--- config.mk ---
export PLATFORM = sky130hd
export DESIGN_NAME = keyed_wdt
export DESIGN_NICKNAME = d
export VERILOG_FILES = /design/src/rtl/wdt_pkg.sv /design/src/rtl/wdt_key_tracker.sv /design/src/rtl/wdt_prescaler.sv /design/src/rtl/wdt_timeout_core.sv /design/src/rtl/keyed_wdt.sv
export SDC_FILE = /design/constraint.sdc
export NUM_CORES = 1
export LEC_CHECK = 0
export BUFFER_PORTS_ARGS = -buffer_cell sky130_fd_sc_hd__buf_2
export CAP_MARGIN = 20
export CORE_MARGIN = 2
export CORE_UTILIZATION = 40
export CTS_BUF_LIST = sky130_fd_sc_hd__clkbuf_8
export DETAILED_ROUTE_END_ITERATION = 6
export GPL_ROUTABILITY_DRIVEN = 0
export PLACE_DENSITY_LB_ADDON = 0.3
export SLEW_MARGIN = 5
export SYNTH_ARGS = -nofsm -noshare
export SYNTH_HDL_FRONTEND = slang
export SYNTH_SLANG_ARGS = --single-unit
--- constraint.sdc ---
create_clock -name clk -period 1.4 [get_ports clk]
set_input_delay 0.21 -clock clk [delete_from_list [all_inputs] [get_ports clk]]
set_output_delay 0.21 -clock clk [all_outputs]
set_load 0.01 [all_outputs]
--- src/rtl/wdt_pkg.sv ---
package wdt_pkg;

  typedef enum logic [1:0] {
    WD_IDLE  = 2'd0,
    WD_COUNT = 2'd1,
    WD_PULSE = 2'd2
  } wd_mode_t;

  typedef enum logic {
    KEY_WAIT_LO = 1'b0,
    KEY_WAIT_HI = 1'b1
  } key_state_t;

endpackage

--- src/rtl/wdt_key_tracker.sv ---
module wdt_key_tracker #(
  parameter int ADDR_W = 8,
  parameter int DATA_W = 8,
  parameter logic [ADDR_W-1:0] KEY_ADDR = 8'hA6,
  parameter logic [DATA_W-1:0] KEY_LO   = 8'h1E,
  parameter logic [DATA_W-1:0] KEY_HI   = 8'hE1
) (
  input  logic              clk,
  input  logic              rst_n,
  input  logic              accept,
  input  logic              wr_en,
  input  logic [ADDR_W-1:0] wr_addr,
  input  logic [DATA_W-1:0] wr_data,
  output logic              key_ok
);
  import wdt_pkg::*;

  key_state_t state_q, state_d;
  logic       key_wr;

  assign key_wr = accept && wr_en && (wr_addr == KEY_ADDR);
  assign key_ok = key_wr && (state_q == KEY_WAIT_HI) && (wr_data == KEY_HI);

  always_comb begin
    state_d = state_q;
    if (!accept) begin
      state_d = KEY_WAIT_LO;
    end else if (key_wr) begin
      if (wr_data == KEY_LO) state_d = KEY_WAIT_HI;
      else                   state_d = KEY_WAIT_LO;
    end
  end

  always_ff @(posedge clk or negedge rst_n) begin
    if (!rst_n) state_q <= KEY_WAIT_LO;
    else        state_q <= state_d;
  end

endmodule

--- src/rtl/wdt_prescaler.sv ---
module wdt_prescaler #(
  parameter int SEL_W = 3
) (
  input  logic             clk,
  input  logic             rst_n,
  input  logic             clr,
  input  logic             run,
  input  logic             tick,
  input  logic [SEL_W-1:0] sel,
  output logic             step
);
  localparam int PRE_W = (1 << SEL_W) - 1;

  logic [PRE_W-1:0] pre_q, pre_d;
  logic [PRE_W:0]   mask_wide;
  logic [PRE_W-1:0] mask;
  logic             pre_we;
  logic             wrap;

  assign mask_wide = ((PRE_W+1)'(1) << sel) - (PRE_W+1)'(1);
  assign mask      = mask_wide[PRE_W-1:0];
  assign wrap      = ((pre_q & mask) == mask);
  assign step      = run && tick && !clr && wrap;

  always_comb begin
    pre_we = 1'b0;
    pre_d  = pre_q;
    if (clr || !run) begin
      pre_we = (pre_q != '0);
      pre_d  = '0;
    end else if (tick) begin
      pre_we = 1'b1;
      pre_d  = wrap ? '0 : pre_q + PRE_W'(1);
    end
  end

  always_ff @(posedge clk or negedge rst_n) begin
    if (!rst_n)      pre_q <= '0;
    else if (pre_we) pre_q <= pre_d;
  end

endmodule

--- src/rtl/wdt_timeout_core.sv ---
module wdt_timeout_core #(
  parameter int CNT_W     = 14,
  parameter int PULSE_LEN = 96
) (
  input  logic clk,
  input  logic rst_n,
  input  logic key_ok,
  input  logic step,
  output logic armed,
  output logic pulsing,
  output logic rst_req_n
);
  import wdt_pkg::*;

  localparam int PULSE_W = $clog2(PULSE_LEN + 1);
  localparam logic [CNT_W-1:0]   CNT_LAST  = {{(CNT_W-1){1'b1}}, 1'b0};
  localparam logic [PULSE_W-1:0] PULSE_END = PULSE_W'(PULSE_LEN - 1);

  wd_mode_t           mode_q, mode_d;
  logic [CNT_W-1:0]   cnt_q, cnt_d;
  logic [PULSE_W-1:0] pcnt_q, pcnt_d;
  logic               cnt_we, pcnt_we;
  logic               req_q, req_d;

  always_comb begin
    mode_d  = mode_q;
    cnt_d   = cnt_q;
    cnt_we  = 1'b0;
    pcnt_d  = pcnt_q;
    pcnt_we = 1'b0;
    unique case (mode_q)
      WD_IDLE: begin
        if (key_ok) begin
          mode_d = WD_COUNT;
          cnt_d  = '0;
          cnt_we = 1'b1;
        end
      end
      WD_COUNT: begin
        if (key_ok) begin
          cnt_d  = '0;
          cnt_we = 1'b1;
        end else if (step) begin
          cnt_we = 1'b1;
          if (cnt_q == CNT_LAST) begin
            mode_d  = WD_PULSE;
            cnt_d   = '0;
            pcnt_d  = '0;
            pcnt_we = 1'b1;
          end else begin
            cnt_d = cnt_q + CNT_W'(1);
          end
        end
      end
      WD_PULSE: begin
        pcnt_we = 1'b1;
        if (pcnt_q == PULSE_END) begin
          mode_d = WD_IDLE;
          pcnt_d = '0;
        end else begin
          pcnt_d = pcnt_q + PULSE_W'(1);
        end
      end
      default: begin
        mode_d = WD_IDLE;
      end
    endcase
    req_d = (mode_d != WD_PULSE);
  end

  always_ff @(posedge clk or negedge rst_n) begin
    if (!rst_n) begin
      mode_q <= WD_IDLE;
      req_q  <= 1'b1;
    end else begin
      mode_q <= mode_d;
      req_q  <= req_d;
    end
  end

  always_ff @(posedge clk or negedge rst_n) begin
    if (!rst_n)      cnt_q <= '0;
    else if (cnt_we) cnt_q <= cnt_d;
  end

  always_ff @(posedge clk or negedge rst_n) begin
    if (!rst_n)       pcnt_q <= '0;
    else if (pcnt_we) pcnt_q <= pcnt_d;
  end

  assign armed     = (mode_q == WD_COUNT);
  assign pulsing   = (mode_q == WD_PULSE);
  assign rst_req_n = req_q;

endmodule

--- src/rtl/keyed_wdt.sv ---
module keyed_wdt #(
  parameter int ADDR_W    = 8,
  parameter int DATA_W    = 8,
  parameter int SEL_W     = 3,
  parameter int CNT_W     = 14,
  parameter int PULSE_LEN = 96,
  parameter logic [ADDR_W-1:0] KEY_ADDR = 8'hA6,
  parameter logic [DATA_W-1:0] KEY_LO   = 8'h1E,
  parameter logic [DATA_W-1:0] KEY_HI   = 8'hE1
) (
  input  logic              clk,
  input  logic              rst_n,
  input  logic              tick,
  input  logic              wr_en,
  input  logic [ADDR_W-1:0] wr_addr,
  input  logic [DATA_W-1:0] wr_data,
  input  logic [SEL_W-1:0]  pre_sel,
  output logic              rst_req_n
);

  logic [1:0] rst_sync_q;
  logic       rst_int_n;
  logic       key_ok;
  logic       step;
  logic       armed;
  logic       pulsing;

  always_ff @(posedge clk or negedge rst_n) begin
    if (!rst_n) rst_sync_q <= 2'b00;
    else        rst_sync_q <= {rst_sync_q[0], 1'b1};
  end
  assign rst_int_n = rst_sync_q[1];

  wdt_key_tracker #(
    .ADDR_W  (ADDR_W),
    .DATA_W  (DATA_W),
    .KEY_ADDR(KEY_ADDR),
    .KEY_LO  (KEY_LO),
    .KEY_HI  (KEY_HI)
  ) key_i (
    .clk    (clk),
    .rst_n  (rst_int_n),
    .accept (!pulsing),
    .wr_en  (wr_en),
    .wr_addr(wr_addr),
    .wr_data(wr_data),
    .key_ok (key_ok)
  );

  wdt_prescaler #(
    .SEL_W(SEL_W)
  ) pre_i (
    .clk  (clk),
    .rst_n(rst_int_n),
    .clr  (key_ok),
    .run  (armed),
    .tick (tick),
    .sel  (pre_sel),
    .step (step)
  );

  wdt_timeout_core #(
    .CNT_W    (CNT_W),
    .PULSE_LEN(PULSE_LEN)
  ) core_i (
    .clk      (clk),
    .rst_n    (rst_int_n),
    .key_ok   (key_ok),
    .step     (step),
    .armed    (armed),
    .pulsing  (pulsing),
    .rst_req_n(rst_req_n)
  );

endmodule

==> impl_metrics.env <==
export IMPL_p_clk_share_pct=37.0
export IMPL_ys_top_cells_by_area="dfrtp_1 (35%), ha_1 (5.4%), a21oi_1 (4.9%)"
export IMPL_async_flop_share_pct=100
export IMPL_nFillCells=433
export IMPL_status="finished with violations"
export IMPL_ys_ff_latch=34
export IMPL_violations="setup timing"
export IMPL_synthCells=263
export IMPL_antenna_found_initial=0
export IMPL_wl_per_cell_um=15.0
export IMPL_overflow=0
export IMPL_leakage_nw=1.57
export IMPL_routed_wl_um=6850
export IMPL_cts_root_buffer="clkbuf_8"
export IMPL_track_usage_pct=22.0
export IMPL_startpoint="pre_sel[2]"
export IMPL_period_needed_ns=2.19
export IMPL_fmax_ghz=0.457
export IMPL_crit_type="in2reg"
export IMPL_die_y_um=80.4
export IMPL_num_io_pins=24
export IMPL_end_kind="flip-flop"
export IMPL_dp_cells=437
export IMPL_cts_buffers=5
export IMPL_drc=0
export IMPL_setup_viol=31
export IMPL_combPwrFrac_pct=9.9
export IMPL_final_nets=418
export IMPL_drive_gt1_share_pct=50.8
export IMPL_drt_pass1_iterations=4
export IMPL_coreArea_sq_mm=0.00557
export IMPL_grt_max_degree=33
export IMPL_cts_buffer_depth=2
export IMPL_cts_max_level=2
export IMPL_diodes=0
export IMPL_yosys_area_top_type="dfrtp_1"
export IMPL_timing_rr_start="core_i.mode_q[1]"
export IMPL_ant_nets=0
export IMPL_port_buffers=23
export IMPL_finalWorstSetupSlack_ns=-0.787
export IMPL_hold_viol=0
export IMPL_die_w_um=80.4
export IMPL_worstPathMaxFanout=7
export IMPL_p_int_mw=1.42
export IMPL_grt_pass1_wl_um=11200
export IMPL_swShare_pct=24.2
export IMPL_fin_crit_sh_pct=156
export IMPL_syn_area_sq_mm=0.00233
export IMPL_yosys_warnings=0
export IMPL_dp_hpwl_um=4500
export IMPL_sequentialPowerShare_pct=53.1
export IMPL_syn_mean_instance_area_sq_um=8.87
export IMPL_finalClockSkew_ns=0.0100
export IMPL_crit_path_start_kind="input port"
export IMPL_syn_num_nets=296
export IMPL_vdd_drop_max_mv=0.400
export IMPL_layoutNonFillerInstCount=458
export IMPL_cts_tree="yes"
export IMPL_drt_initial_drc_count=147
export IMPL_clock_sinks=34
export IMPL_viasPerCell=5.50
export IMPL_postSynth_topFlopCell="dfrtp_1"
export IMPL_clkTransAtPathRegs_ns=0.07
export IMPL_row_count=27
export IMPL_seq_area_sq_um=852
export IMPL_maxSlewViolCount=0
export IMPL_clk_latency_ns=0.29
export IMPL_maxCapViolCount=0
export IMPL_synth_edf_count=0
export IMPL_start_util_pct=41.9
export IMPL_required_ns=1.58
export IMPL_die_area_sq_mm=0.00646
export IMPL_synth_top_area_share_pct=35.4
export IMPL_min_path_type="in2async"
export IMPL_yosysSeqAreaShare_pct=36.5
export IMPL_synth_cell_types=55
export IMPL_grt_pass1_vias=2475
export IMPL_multi_input_area_sq_mm=0.00174
export IMPL_powerDensity_mw_per_mm2=501
export IMPL_finalPower_mw=1.87
export IMPL_switching_power_mw=0.451
export IMPL_crit_arrival_ns=2.37
export IMPL_syn_to_final_growth_pct=59.7
export IMPL_num_vias=2520
export IMPL_rsz0062_at_grt="yes"
## per-layer routing
| layer | share of wire, % | track usage, % | wire length, um |
|---|---|---|---|
| met1 | 43 | 27.4 | 2940 |
| met2 | 52 | 37.9 | 3550 |
| met3 | 2.6 | 3.60 | 178 |
| met4 | 2.7 | 8.31 | 182 |
| met5 | 0 | 0 | 0 |
## final timing paths
| path | endpoint | slack, ns | depth (start not counted) |
|---|---|---|---|
| worst max-delay path | core_i.pcnt_q[0] | -0.79 | 10 |
| worst min-delay path | rst_sync_q[1] | 0.24 | 2 |
| worst max register to register | core_i.pcnt_q[0] | -0.77 | 7 |
| worst min register to register | key_i.state_q | 0.27 | 1 |
| max in group asynchronous | core_i.rst_req_n | 0.78 | 1 |
| min in group clk | key_i.state_q | 0.33 | 5 |
## timing repair
item                                    in CTS  in global routing
endpoints found under the hold margin        2                  0
gates resized for setup                     38                 46
buffers inserted                             9                  4
gates cloned                                 1                  0
hold buffers                                 1                  0
endpoints found under the setup margin      31                 31
pin swaps                                   34                 19
## cells in the mapped netlist, drive strengths merged, types with 2 or more instances
cell type and n:
and3 2, or4b 2, or3 10, nand4 13
a21bo 2, dfrtp 33, o31ai 6, a31oi 5
and4bb 2, nor2 13, nand2 22, o2bb2ai 3
nand4bb 2, clkbuf 5, a211oi 4, nand3 11
a21oi 23, xor2 2, o21a 4, ha 10
a211o 2, nor4 5, nand2b 5, nand4b 4
nand3b 3, inv 12, buf 2, nor2b 2
o21ai 21, or4 7, nor3 4, or2 5
## area by class of cell
class | count | share of cell area (%)
Clock buffer | 5 | 1.85
Clock inverter | 3 | 0.302
Inverter | 12 | 1.28
Multi-Input combinational cell | 210 | 46.7
Sequential cell | 34 | 22.9
Tap cell | 72 | 2.42
Timing Repair Buffer | 122 | 24.5
## worst max-delay path: stages
cell and delay, ns:
buf_6 0.09, or3_4 0.39, ha_4 0.18, or3b_4 0.23
a31oi_4 0.09, a2111oi_4 0.28, buf_4 0.22, and4bb_2 0.31
nor2_4 0.06, mux2_4 0.29
## kinds of logic after synthesis
group	after synthesis	synth area share, %
AO/OA/AOI/OAI	76	22.5
flip-flops	34	36.5
multiplexers	2	0.912
buffers and inverters	19	3.22
AND/OR/NAND/NOR	119	30.6
adder cells (fa/ha/maj)	10	5.36
other	1	0.161
XOR/XNOR	2	0.751
## cell usage in the layout, fill, tap and decap left out, drive strengths merged, types with 4 or more instances in the layout
master	synthesis	layout
nand3	11	11
clkbuf	5	5
inv	12	15
o21ai	21	21
a211oi	4	4
a21oi	23	23
nor2	13	13
ha	10	10
nor4	5	5
nand2b	5	5
or4	7	7
nor3	4	4
o21a	4	4
or2	5	5
dfrtp	33	33
or3	10	10
nand4	13	13
buf	2	121
a31oi	5	5
nand2	22	22
o31ai	6	6
nand4b	4	4
## power groups by stage
stage	Combinational (mW)	Sequential [mW]	Clock (mW)
floorplan	0.0542	1.02	0
global route	0.201	0.992	0.749
finish	0.184	0.992	0.691
CTS	0.166	0.992	0.707
detailed placement	0.158	1.01	0
global placement	0.155	1.01	0
## sequential cells by signal, summed over array words and instances (netlist names)
register          cells
pre_i.pre_q           7
core_i.mode_q         2
core_i.rst_req_n      1
rst_sync_q            2
key_i.state_q         1
core_i.cnt_q         14
core_i.pcnt_q         7
## stage by stage
| stage | hold WS, ns | utilization, % | setup WS, ns | setup TNS, ns | area, sq um |
|---|---|---|---|---|---|
| 6_report | 0.235 | 66.8 | -0.787 | -21.61 | 3730 |
| 5_1_grt | 0.235 | 66.8 | -0.873 | -23.84 | 3730 |
| 4_1_cts | 0.217 | 62.8 | -0.782 | -21.59 | 3500 |
| 3_5_place_dp | 0.000101 | 57.4 | -1.13 | -30.75 | 3200 |
| 3_3_place_gp | -0.00290 | 57.4 | -1.08 | -29.69 | 3200 |
| 2_1_floorplan | -0.0856 | - | -0.975 | -24.13 | 2380 |
Power figures use the tool's default switching activity.
